### src/rtl/nor_cmd_pkg.sv
`timescale 1ns/1ps
package nor_cmd_pkg;

  typedef enum logic [3:0] {
    S_IDLE, S_UL1, S_UL2, S_PGM, S_ER1, S_ER2, S_ER3,
    S_BP_IDLE, S_BP_PGM, S_BP_EXIT, S_BUSY
  } seq_state_e;

  typedef enum logic [1:0] {
    OP_PROGRAM     = 2'd0,
    OP_CHIP_ERASE  = 2'd1,
    OP_BLOCK_ERASE = 2'd2
  } op_kind_e;

  localparam logic [1:0] MODE_READ   = 2'b00;
  localparam logic [1:0] MODE_BYPASS = 2'b01;
  localparam logic [1:0] MODE_BUSY   = 2'b10;

  localparam logic [7:0] CMD_UNLOCK_A = 8'hAA;
  localparam logic [7:0] CMD_UNLOCK_B = 8'h55;
  localparam logic [7:0] CMD_PROGRAM  = 8'hA0;
  localparam logic [7:0] CMD_BYPASS   = 8'h20;
  localparam logic [7:0] CMD_ERASE    = 8'h80;
  localparam logic [7:0] CMD_CHIP     = 8'h10;
  localparam logic [7:0] CMD_BLOCK    = 8'h30;
  localparam logic [7:0] CMD_EXIT_A   = 8'h90;
  localparam logic [7:0] CMD_EXIT_B   = 8'h00;

endpackage

### src/rtl/nor_key_match.sv
`timescale 1ns/1ps
module nor_key_match #(
  parameter int          KEY_W      = 12,
  parameter logic [11:0] WORD_KEY_1 = 12'h555,
  parameter logic [11:0] WORD_KEY_2 = 12'h2AA,
  parameter logic [11:0] BYTE_KEY_1 = 12'hAAA,
  parameter logic [11:0] BYTE_KEY_2 = 12'h555
) (
  input  logic [KEY_W-1:0] addr_lo,
  input  logic             byte_mode,
  output logic             hit_first,
  output logic             hit_second
);
  localparam logic [KEY_W-1:0] WK1 = KEY_W'(WORD_KEY_1);
  localparam logic [KEY_W-1:0] WK2 = KEY_W'(WORD_KEY_2);
  localparam logic [KEY_W-1:0] BK1 = KEY_W'(BYTE_KEY_1);
  localparam logic [KEY_W-1:0] BK2 = KEY_W'(BYTE_KEY_2);

  always_comb begin
    hit_first  = (addr_lo == (byte_mode ? BK1 : WK1));
    hit_second = (addr_lo == (byte_mode ? BK2 : WK2));
  end
endmodule

### src/rtl/nor_seq_fsm.sv
`timescale 1ns/1ps
module nor_seq_fsm
  import nor_cmd_pkg::*;
(
  input  logic       clk,
  input  logic       rst_n,
  input  logic       wr_valid,
  input  logic [7:0] cmd,
  input  logic       hit_first,
  input  logic       hit_second,
  input  logic       op_done,
  output logic       fire,
  output op_kind_e   fire_kind,
  output logic [1:0] mode
);
  seq_state_e state_q, state_d;
  logic       bypass_q, bypass_d;

  always_comb begin
    state_d   = state_q;
    bypass_d  = bypass_q;
    fire      = 1'b0;
    fire_kind = OP_PROGRAM;
    if (state_q == S_BUSY) begin
      if (op_done) state_d = bypass_q ? S_BP_IDLE : S_IDLE;
    end else if (wr_valid) begin
      unique case (state_q)
        S_IDLE: state_d = (hit_first && cmd == CMD_UNLOCK_A) ? S_UL1 : S_IDLE;
        S_UL1:  state_d = (hit_second && cmd == CMD_UNLOCK_B) ? S_UL2 : S_IDLE;
        S_UL2: begin
          if (hit_first && cmd == CMD_PROGRAM)     state_d = S_PGM;
          else if (hit_first && cmd == CMD_ERASE)  state_d = S_ER1;
          else if (hit_first && cmd == CMD_BYPASS) begin
            state_d  = S_BP_IDLE;
            bypass_d = 1'b1;
          end else                                 state_d = S_IDLE;
        end
        S_PGM, S_BP_PGM: begin
          fire      = 1'b1;
          fire_kind = OP_PROGRAM;
          state_d   = S_BUSY;
        end
        S_ER1: state_d = (hit_first && cmd == CMD_UNLOCK_A) ? S_ER2 : S_IDLE;
        S_ER2: state_d = (hit_second && cmd == CMD_UNLOCK_B) ? S_ER3 : S_IDLE;
        S_ER3: begin
          if (hit_first && cmd == CMD_CHIP) begin
            fire      = 1'b1;
            fire_kind = OP_CHIP_ERASE;
            state_d   = S_BUSY;
          end else if (cmd == CMD_BLOCK) begin
            fire      = 1'b1;
            fire_kind = OP_BLOCK_ERASE;
            state_d   = S_BUSY;
          end else state_d = S_IDLE;
        end
        S_BP_IDLE: begin
          if (cmd == CMD_PROGRAM)     state_d = S_BP_PGM;
          else if (cmd == CMD_EXIT_A) state_d = S_BP_EXIT;
          else                        state_d = S_BP_IDLE;
        end
        S_BP_EXIT: begin
          if (cmd == CMD_EXIT_B) begin
            state_d  = S_IDLE;
            bypass_d = 1'b0;
          end else state_d = S_BP_IDLE;
        end
        default: state_d = S_IDLE;
      endcase
    end
  end

  always_ff @(posedge clk or negedge rst_n) begin
    if (!rst_n) begin
      state_q  <= S_IDLE;
      bypass_q <= 1'b0;
    end else begin
      state_q  <= state_d;
      bypass_q <= bypass_d;
    end
  end

  always_comb begin
    if (state_q == S_BUSY) mode = MODE_BUSY;
    else if (bypass_q)     mode = MODE_BYPASS;
    else                   mode = MODE_READ;
  end


  busy_hold_chk: assert property (@(posedge clk) disable iff (!rst_n)
    (state_q == S_BUSY && !op_done) |=> (state_q == S_BUSY));


  bypass_entry_chk: assert property (@(posedge clk) disable iff (!rst_n)
    $rose(bypass_q) |-> ($past(state_q) == S_UL2));


  bypass_exit_chk: assert property (@(posedge clk) disable iff (!rst_n)
    $fell(bypass_q) |-> ($past(state_q) == S_BP_EXIT));
endmodule

### src/rtl/nor_op_issue.sv
`timescale 1ns/1ps
module nor_op_issue
  import nor_cmd_pkg::*;
#(
  parameter int ADDR_W  = 20,
  parameter int DATA_W  = 16,
  parameter int BLK_LSB = 15
) (
  input  logic              clk,
  input  logic              rst_n,
  input  logic              fire,
  input  op_kind_e          fire_kind,
  input  logic [ADDR_W-1:0] addr,
  input  logic [DATA_W-1:0] data,
  output logic              op_valid,
  output logic [1:0]        op_kind,
  output logic [ADDR_W-1:0] op_addr,
  output logic [DATA_W-1:0] op_data
);
  localparam logic [ADDR_W-1:0] BLK_MASK = ~((ADDR_W'(1) << BLK_LSB) - ADDR_W'(1));

  always_ff @(posedge clk or negedge rst_n) begin
    if (!rst_n) begin
      op_valid <= 1'b0;
      op_kind  <= 2'd0;
      op_addr  <= '0;
      op_data  <= '0;
    end else begin
      op_valid <= fire;
      if (fire) begin
        op_kind <= fire_kind;
        op_addr <= (fire_kind == OP_BLOCK_ERASE) ? (addr & BLK_MASK) : addr;
        op_data <= data;
      end
    end
  end


  single_pulse_chk: assert property (@(posedge clk) disable iff (!rst_n)
    op_valid |=> !op_valid);


  block_align_chk: assert property (@(posedge clk) disable iff (!rst_n)
    (op_valid && op_kind == 2'd2) |-> (op_addr[BLK_LSB-1:0] == '0));
endmodule

### src/rtl/nor_cmd_decoder.sv
`timescale 1ns/1ps
module nor_cmd_decoder
  import nor_cmd_pkg::*;
#(
  parameter int ADDR_W  = 20,
  parameter int DATA_W  = 16,
  parameter int BLK_LSB = 15
) (
  input  logic              clk,
  input  logic              rst_n,
  input  logic              byte_mode,
  input  logic              wr_valid,
  input  logic [ADDR_W-1:0] wr_addr,
  input  logic [DATA_W-1:0] wr_data,
  input  logic              op_done,
  output logic [1:0]        mode,
  output logic              op_valid,
  output logic [1:0]        op_kind,
  output logic [ADDR_W-1:0] op_addr,
  output logic [DATA_W-1:0] op_data
);
  localparam int KEY_W = 12;

  logic     hit_first, hit_second, fire;
  op_kind_e fire_kind;

  nor_key_match #(.KEY_W(KEY_W)) u_keys (
    .addr_lo   (wr_addr[KEY_W-1:0]),
    .byte_mode (byte_mode),
    .hit_first (hit_first),
    .hit_second(hit_second)
  );

  nor_seq_fsm u_fsm (
    .clk       (clk),
    .rst_n     (rst_n),
    .wr_valid  (wr_valid),
    .cmd       (wr_data[7:0]),
    .hit_first (hit_first),
    .hit_second(hit_second),
    .op_done   (op_done),
    .fire      (fire),
    .fire_kind (fire_kind),
    .mode      (mode)
  );

  nor_op_issue #(.ADDR_W(ADDR_W), .DATA_W(DATA_W), .BLK_LSB(BLK_LSB)) u_issue (
    .clk      (clk),
    .rst_n    (rst_n),
    .fire     (fire),
    .fire_kind(fire_kind),
    .addr     (wr_addr),
    .data     (wr_data),
    .op_valid (op_valid),
    .op_kind  (op_kind),
    .op_addr  (op_addr),
    .op_data  (op_data)
  );


  start_busy_chk: assert property (@(posedge clk) disable iff (!rst_n)
    op_valid |-> (mode == MODE_BUSY));
endmodule

### config.mk
export PLATFORM = sky130hd
export DESIGN_NAME = nor_cmd_decoder
export DESIGN_NICKNAME = d
export VERILOG_FILES = /design/src/rtl/nor_cmd_pkg.sv /design/src/rtl/nor_key_match.sv /design/src/rtl/nor_seq_fsm.sv /design/src/rtl/nor_op_issue.sv /design/src/rtl/nor_cmd_decoder.sv
export SDC_FILE = /design/constraint.sdc
export NUM_CORES = 1
export LEC_CHECK = 0
export ABC_AREA = 1
export BUFFER_PORTS_ARGS = -buffer_cell sky130_fd_sc_hd__buf_2
export CORE_ASPECT_RATIO = 0.9
export CORE_UTILIZATION = 45
export CTS_CLUSTER_SIZE = 16
export DETAILED_ROUTE_END_ITERATION = 6
export PLACE_DENSITY_LB_ADDON = 0.05
export REMOVE_ABC_BUFFERS = 1
export SETUP_SLACK_MARGIN = 0.02
export SYNTH_ARGS = -nofsm -noshare
export SYNTH_HDL_FRONTEND = slang
export SYNTH_SLANG_ARGS = --single-unit
### constraint.sdc
create_clock -name clk -period 2.2 [get_ports clk]
set_clock_uncertainty 0.15 [all_clocks]
set_input_delay 0.55 -clock clk [delete_from_list [all_inputs] [get_ports clk]]
set_output_delay 0.55 -clock clk [all_outputs]
set_load 0.1 [all_outputs]
After elaboration in Yosys (flattened, before gate mapping)
Index checks and enable logic that the tools add are counted.

operators by class
  equal/unequal tests = 26
  mux-type cells = 37
  bitwise operators = 1
  reductions and logical operators = 13

operators by type and width
  cell                count
  $mux 4              9
  $pmux 4 s9          1
  $eq 8x8->1 const B  4
  $eq 12x12->1        2
  $eq 4x3->1 const B  4
  $eq 8x6->1 const B  2
  $mux 15             1
  $mux 3              5
  $mux 2              7
  $eq 4x4->1 const B  3
  $mux 12             1
  $mux 11             1
  $mux 1              10
  $eq 4x2->1 const B  2
  $eq 8x5->1 const B  1
  $eq 8x7->1 const B  1
  $logic_not 8->1     1
  $reduce_and 7->1    1
  $logic_and 1x1->1   6
  $ne 2x2->1 const B  3
  $eq 4x1->1 const B  1
  $logic_not 4->1     1
  $ne 2x1->1 const B  2
  $pmux 1 s2          2
  other kinds (5)     6

word-level totals
  bits in registers = 44
  word-level logic and storage cells = 83

Longest topological paths before layout
Gate-level depths: netlist (run 1).

  word-level depth = 9
  mapped depth = 14

By module
From an unflattened synthesis (run 1), not the netlist that was laid out.

second synthesis, totals
  cell total of the unflattened synthesis = 381
  area total of the unflattened synthesis = 2541.2 µm²

by module, submodules not included
  module         instances  cells an instance  area an instance (µm²)  sequential area each (µm²)
  nor_op_issue   1          194                1606.5                  975.9
  nor_seq_fsm    1          129                685.7                   125.1
  nor_key_match  1          58                 249.0                   0.0

Worst setup path after synthesis (run 1)
OpenSTA, ideal clock, no wires.

  kind = flip-flop to output port
  start = reg u_fsm.state_q[0]
  end = out mode[0]
  arrival time = 2838 ps
  data required time = 1500 ps
  path slack = -1338 ps
  stages on the path, launching flop included = 5
  path buffers = 0
  cells stage by stage = dfrtp_1 > inv_1 > nand2_1 > nor2_1 > nor2_1

between the ends
  longest elaborated chain between the ends = 2

ends and longest elaborated chain
  what                    line                   text
  from (decl)             nor_seq_fsm.sv:16      seq_state_e state_q, state_d;
  from (signal assigned)  nor_seq_fsm.sv:77      state_q <= state_d;
  $eq 4x4->1              nor_seq_fsm.sv:83      if (state_q == S_BUSY) mode = MODE_BUSY;
  $mux 2                  nor_seq_fsm.sv:83
  to (decl)               nor_cmd_decoder.sv:16  output logic [1:0] mode,

Every way passes these cells.

Worst setup path after layout (run 1)
Same ends and word-level chain as after synthesis.

==> results of run 1 <==
## state kept, by name, summed over array words and instances (netlist names)
name              flops
u_issue.op_addr      20
u_fsm.state_q         4
u_issue.op_kind       2
u_issue.op_data      16
u_fsm.bypass_q        1
u_issue.op_valid      1
## metrics by stage
stage / setup WS, ns / area, sq um / setup TNS, ns
after floorplan: -1.338 / 2322 / -7.177
after global placement: 0.008892 / 2959 / 0
after detailed placement: -0.08751 / 2959 / -1.545
after CTS: 0.07909 / 3100 / 0
after global routing: 0.02153 / 3105 / 0
final: 0.1176 / 3105 / 0
## worst max-delay path by stage
stage          cells after the start                               to  slack [ns]                    startpoint
4_1_cts                            5                          mode[0]        0.08  u_fsm.state_q[0]$_DFFE_PN0P_
3_3_place_gp                      12     u_fsm.state_q[1]$_DFFE_PN0P_       0.009                    wr_data[1]
5_1_grt                           14  u_issue.op_addr[13]$_DFFE_PN0P_        0.02                     byte_mode
6_report                           5                          mode[0]        0.12  u_fsm.state_q[0]$_DFFE_PN0P_
2_1_floorplan                      4                          mode[0]       -1.34  u_fsm.state_q[0]$_DFFE_PN0P_
3_5_place_dp                      14  u_issue.op_addr[14]$_DFFE_PN0P_       -0.09                     byte_mode
## cell usage after synthesis
cell / n
a41o_1: 1
buf_2: 4
a21oi_1: 3
nand3b_1: 2
o211ai_1: 1
nor2b_1: 1
and2_1: 1
nor2_1: 38
o21bai_1: 1
nand2_2: 1
nor4_1: 1
nand4_1: 5
nor3_1: 4
o21ai_1: 11
buf_4: 2
o21ai_0: 15
nand3_1: 13
dfrtp_1: 44
inv_1: 36
nor2_2: 3
clkbuf_1: 1
a31oi_1: 2
inv_2: 2
buf_6: 2
nand2_1: 154
## layout by cell type (no fill, tap or decap)
| cell | n |
|---|---|
| a21oi_1 | 3 |
| a31oi_1 | 2 |
| a41o_1 | 1 |
| and2_1 | 1 |
| buf_12 | 2 |
| buf_2 | 79 |
| buf_4 | 16 |
| bufinv_16 | 2 |
| clkbuf_8 | 5 |
| dfrtp_1 | 44 |
| dlygate4sd3_1 | 1 |
| inv_1 | 36 |
| inv_2 | 2 |
| nand2_1 | 154 |
| nand2_2 | 1 |
| nand3_1 | 13 |
| nand3b_1 | 2 |
| nand4_1 | 5 |
| nor2_1 | 37 |
| nor2_2 | 3 |
| nor2_4 | 1 |
| nor2b_1 | 1 |
| nor3_1 | 4 |
| nor4_1 | 1 |
| o211ai_1 | 1 |
| o21ai_0 | 15 |
| o21ai_1 | 11 |
| o21bai_1 | 1 |
## layout make-up
cell class / count / area [sq um] / share of cell area (%)
repair buffers: 98 / 565.5 / 18.21
clock buffers: 5 / 68.82 / 2.216
well taps: 65 / 81.33 / 2.619
flip-flops and latches: 44 / 1101 / 35.46
inverters: 38 / 142.6 / 4.593
multi-input cells: 257 / 1086 / 34.97
clock inverters: 2 / 60.06 / 1.934
## worst reg2reg max path, delay by kind of cell (launching register included)
family	cells	cell delay (ns)
simple gates	6	0.79
compound gates	1	0.08
buf+inv	2	0.32
flops	1	0.43
## cell families (layout without fill, tap and decap cells)
logic type             count (synthesis)  count (layout)
AND/OR/NAND/NOR                      223             223
AO/OA/AOI/OAI                         34              34
buffers and inverters                 47             143
flip-flops                            44              44
## layer usage
metal  part of all wire (%)  track usage, %
met2                     45           35.07
met5                      0               0
met1                     49           29.76
met3                    5.3           4.000
met4                    1.3           7.407
## repair_timing
| item | CTS | global route |
|---|---|---|
| hold endpoints to repair | 12 | 0 |
| setup buffers | 0 | 0 |
| setup endpoints to repair | 1 | 1 |
| resized for setup | 1 | 1 |
| hold buffers | 1 | 0 |
==> flow_summary.toml, run 1 <==
[synthesis]
yosys-mux-area-fraction_pct = 0
synthTopCellsByArea = "dfrtp_1 46%, nand2_1 24%, nor2_1 6.0%, inv_1 5.7%, o21ai_0 3.1%"
ys_seq_area_share_pct = 46.19
netlist.area_leader.share_pct = 46.19
synth_top_family_by_area = "simple AND/OR/NAND/NOR gates"
synth_area_per_cell_sq_um = 6.849
synth.largest_area_cell = "dfrtp_1"
ys_types = 25
synth_xor_xnor_area_share_pct = 0
synth-compound-area-share_pct = 7.664
yosysWarningCount = 0
synth-simple-area-share_pct = 37.59
ys_ff_latch = 44
syn_area_sq_mm = 0.002384
syn_inst = 348
synth_fa_ha_area_share_pct = 0

[cts]
cts_tree = "done"
numCtsBuffers = 5
path_clk_slew_ns = 0.08
clk_latency_ns = 0.29
clock-sinks = 44
max-clock-path-buffers = 2
cts_root_buf = "clkbuf_8"
htreeDepth = 2

[placement]
dpl.cell_count = 501
io_buffers = 81
gp_congestion = 0.8947
hpwl_um = 4520

[setup_path]
setup.worst_path.start_class = "register"
ff2ff_path_depth = 9
worstSetupEndpointType = "output port"
path_delay_family = "flip-flops"
path_class = "register to output port"
rrSetupSlack_ns = 0.31
crit_arrival_ns = 1.38
path_max_fanout = 6
worst-path-buf-inv = 2
timing.rr.end = "u_issue.op_addr[14]$_DFFE_PN0P_"
r2r_start = "u_fsm.state_q[0]$_DFFE_PN0P_"
slowest_stage = "dfrtp_1"
worstPathRequired_ns = 1.50
path_cells = "inv_1, nand2_1, nor2_4, nor2_1, buf_12"
max_stage_delay_ns = 0.43

[sta]
whs_ns = 0.2944
finalSetupViolCount = 0
rsz0062_at_grt = "false"
hold_viol = 0
slew_headroom_pct = 67.01
final.period_utilization_pct = 94.65
slew_viol_final = 0
period_minus_slack_ns = 2.082
fmaxAchievable_mhz = 480.2
tightest_slew_ns = 0.4983

[final_layout]
nNetsFinal = 485
drive_gt1_share_pct = 25.00
layout.cells.non_filler = 509
post-route-util_pct = 62.68
area_delta_synth_final_pct = 30.29
n_antenna_cell = 0
fill_cells = 471

[drt]
wl_per_cell_um = 11.19
viasPerCell = 4.713
drt_iter0_drc = 114
routed_wirelength_um = 5694
antenna_left = 0
drc = 0
via_count = 2399
firstDrtPassIters = 4

[global_route]
grt_max_degree = 29
grt_pass1_wl_um = 9473
antenna_found_initial = 0
grt_util_all_layers_pct = 21.83
first_global_vias = 2130
overflow = 0

[hold_path]
hold_start = "wr_data[12]"
min_to = "u_issue.op_data[12]$_DFFE_PN0P_"
worstHoldPathCells = 3
hp-class = "input pin to register"

[die]
ioPinCount = 82
dieWidth_um = 78.72
initial_core_util_pct = 48.11
rows = 24
fp.dieH_um = 71.05
core-area_sq_mm = 0.004955
dieArea_sq_mm = 0.005592

[status]
outcome = "completed"

[run]
maxCapViolCount = 0
Power of run 1 is not shown: default switching activity piles up to over one toggle a cycle in this logic, so the estimate is an artifact.
==> run 2, diff against run 1 <==
Settings changed: ABC_AREA 1 to unset.
==> flow_summary.toml, run 2 <==
[sta]
finalSetupViolCount = 0
fin_setup_tns_ns = 0
final.period_utilization_pct = 99.44
rsz0062_at_grt = "true"
tightest_slew_ns = 0.6121
slew_viol_final = 0
fmaxAchievable_mhz = 457.1
period_minus_slack_ns = 2.188
hold_viol = 0
whs_ns = 0.03382
slew_headroom_pct = 59.10

[setup_path]
slowest_stage = "dfrtp_1"
path_cells = "buf_6, nor4bb_4, buf_4, nor2b_4, buf_12"
setup.worst_path.start_class = "register"
path_class = "register to output port"
worstSetupEndpointType = "output port"
crit_arrival_ns = 1.49
path_max_fanout = 3
worstPathRequired_ns = 1.50
max_stage_delay_ns = 0.40

[drt]
drt_iter0_drc = 128
via_count = 2995
antenna_left = 0
viasPerCell = 5.705
drc = 0
wl_per_cell_um = 16.65
firstDrtPassIters = 5
routed_wirelength_um = 8741

[hold_path]
hp-class = "input pin to async pin"

[synthesis]
ys_ff_latch = 44
synth_common_cells = "47 x nand2_1, 44 x dfrtp_1, 40 x o211ai_1"
netlist.area_leader.share_pct = 37.49
synth.largest_area_cell = "dfrtp_1"
ys_seq_area_share_pct = 37.49
async_flop_share_pct = 100.0
syn_area_sq_mm = 0.002937
yosysWarningCount = 0
synthFlopType = "dfrtp_1"
ys_types = 61
synth_edf_count = 0
synth_area_per_cell_sq_um = 8.926
synth.most_common_cell = "nand2_1"
synthTopCellsByArea = "dfrtp_1 37%, o211ai_1 10%, nand2_1 6.0%, o211ai_2 4.3%, nand3_1 4.1%"
syn_inst = 329

[cts]
clk_latency_ns = 0.31
clock-sinks = 44
numCtsBuffers = 5
htreeDepth = 2
max-clock-path-buffers = 2
cts_tree = "done"
cts_root_buf = "clkbuf_8"
path_clk_slew_ns = 0.10

[power]
cellLeakagePower_nw = 1.741
power_density_mw_per_mm2 = 1119
ir_drop_v = 0.0006877

[final_layout]
design_area_sq_mm = 0.004005
final_cell_mix = "79 x buf_2, 47 x nand2_1, 44 x dfrtp_1"
drive_gt1_share_pct = 38.36
top_regs = "u_issue.op_addr: 20 flops, u_issue.op_data: 16 flops, u_fsm.state_q: 4 flops"
final_common_cell = "buf_2"
post-route-util_pct = 64.43
nNetsFinal = 478
n_antenna_cell = 0
area_delta_synth_final_pct = 36.39
fill_cells = 592
largest_register = "u_issue.op_addr"
largest_reg_flops = 20

[global_route]
grt_max_degree = 26
first_global_vias = 2686
antenna_found_initial = 0
grt_pass1_wl_um = 13680
grt_util_all_layers_pct = 25.94
overflow = 0

[die]
rows = 27
initial_core_util_pct = 47.24
ioPinCount = 82
fp.dieH_um = 78.64
dieWidth_um = 87.15
core-area_sq_mm = 0.006216
dieArea_sq_mm = 0.006853

[placement]
io_buffers = 81
gp_congestion = 0.8564
hpwl_um = 5904
post_dp_cell_area_sq_mm = 0.003749

[run]
maxCapViolCount = 0

[status]
outcome = "completed"
==> run 2: cell types whose count changed in the layout (fill, tap and decap cells not counted), sizes merged, moves of 6 or more <==
cell and change:
a22oi +15, and2 +13, nand2 -107, nand3 +11
buf +30, a21oi +7, inv -20, nor2b +7
o21ai -19, and4bb +6, nor2 -32, o211ai +49
==> run 2: where the power goes <==
| part | total (mW) | switching (mW) | internal [mW] |
|---|---|---|---|
| logic | 2.62 | 2.01 | 0.604 |
| registers | 1.17 | 0.157 | 1.02 |
| clock network | 0.690 | 0.318 | 0.372 |
==> run 2: metrics by stage <==
stage                     setup slack [ns]  power (mW)  cells
after detailed placement           -0.2403       3.726    509
after global placement             -0.2378       3.688    509
after CTS                         -0.03994       4.434    521
after floorplan                     -4.015       3.165    302
final                              0.01234       4.480    525
after global routing              -0.03638       4.664    525
==> run 2: cell type report <==
class / count / area (sq um) / share of cell area (%)
Clock inverter: 2 / 38.79 / 0.9684
Inverter: 18 / 67.56 / 1.687
Multi-Input combinational cell: 241 / 1698 / 42.39
Tap cell: 87 / 108.9 / 2.718
Sequential cell: 44 / 1101 / 27.49
Clock buffer: 6 / 82.58 / 2.062
Timing Repair Buffer: 127 / 908.4 / 22.68
==> run 2: metal layers <==
metal  wire, um  up-vias  track usage [%]
li1           -     1442                -
met3        487        2            5.258
met4         34        0            5.410
met5          0        -                0
met1       4089     1459            37.14
met2       4129       92            40.47
==> run 2: final timing paths <==
check	from	to	slack (ns)	cells past startpoint
worst max-delay path	u_fsm.state_q[0]$_DFFE_PN0P_	mode[0]	0.01	5
worst min-delay path	rst_n	u_issue.op_data[1]$_DFFE_PN0P_	0.03	1
worst max register to register	u_fsm.state_q[1]$_DFFE_PN0P_	u_issue.op_addr[1]$_DFFE_PN0P_	0.09	9
worst min register to register	u_issue.op_addr[12]$_DFFE_PN0P_	u_issue.op_addr[12]$_DFFE_PN0P_	0.37	2
max in group asynchronous	rst_n	u_issue.op_data[6]$_DFFE_PN0P_	1.36	2
min in group clk	wr_addr[12]	u_issue.op_addr[12]$_DFFE_PN0P_	0.35	3
==> run 2: kinds of logic (layout without fill, tap and decap cells) <==
logic type | count (synthesis) | count (layout) | share of synthesized area [%]
xor gates and xnor gates | 1 | 1 | 0.2983
buffers and inverters | 45 | 153 | 7.541
AOI/OAI and AO/OA | 104 | 105 | 28.21
DFF | 44 | 44 | 37.49
muxes | 1 | 1 | 0.3409
and+or+nand+nor | 134 | 134 | 26.12
==> run 2: timing repair <==
item,CTS,global route
pin swaps,2,3
gates resized for setup,5,13
setup endpoints to repair,40,36
cloned,1,1
setup buffers,3,3
hold buffers,0,0
==> run 2: worst max-delay path, delay by kind of cell, from the launching register on <==
| family | cells | cell delay, ns |
|---|---|---|
| buffers and inverters | 3 | 0.46 |
| flip-flops | 1 | 0.40 |
| AND/OR/NAND/NOR | 2 | 0.31 |
Note: power is estimated with default switching activity, not from simulation.
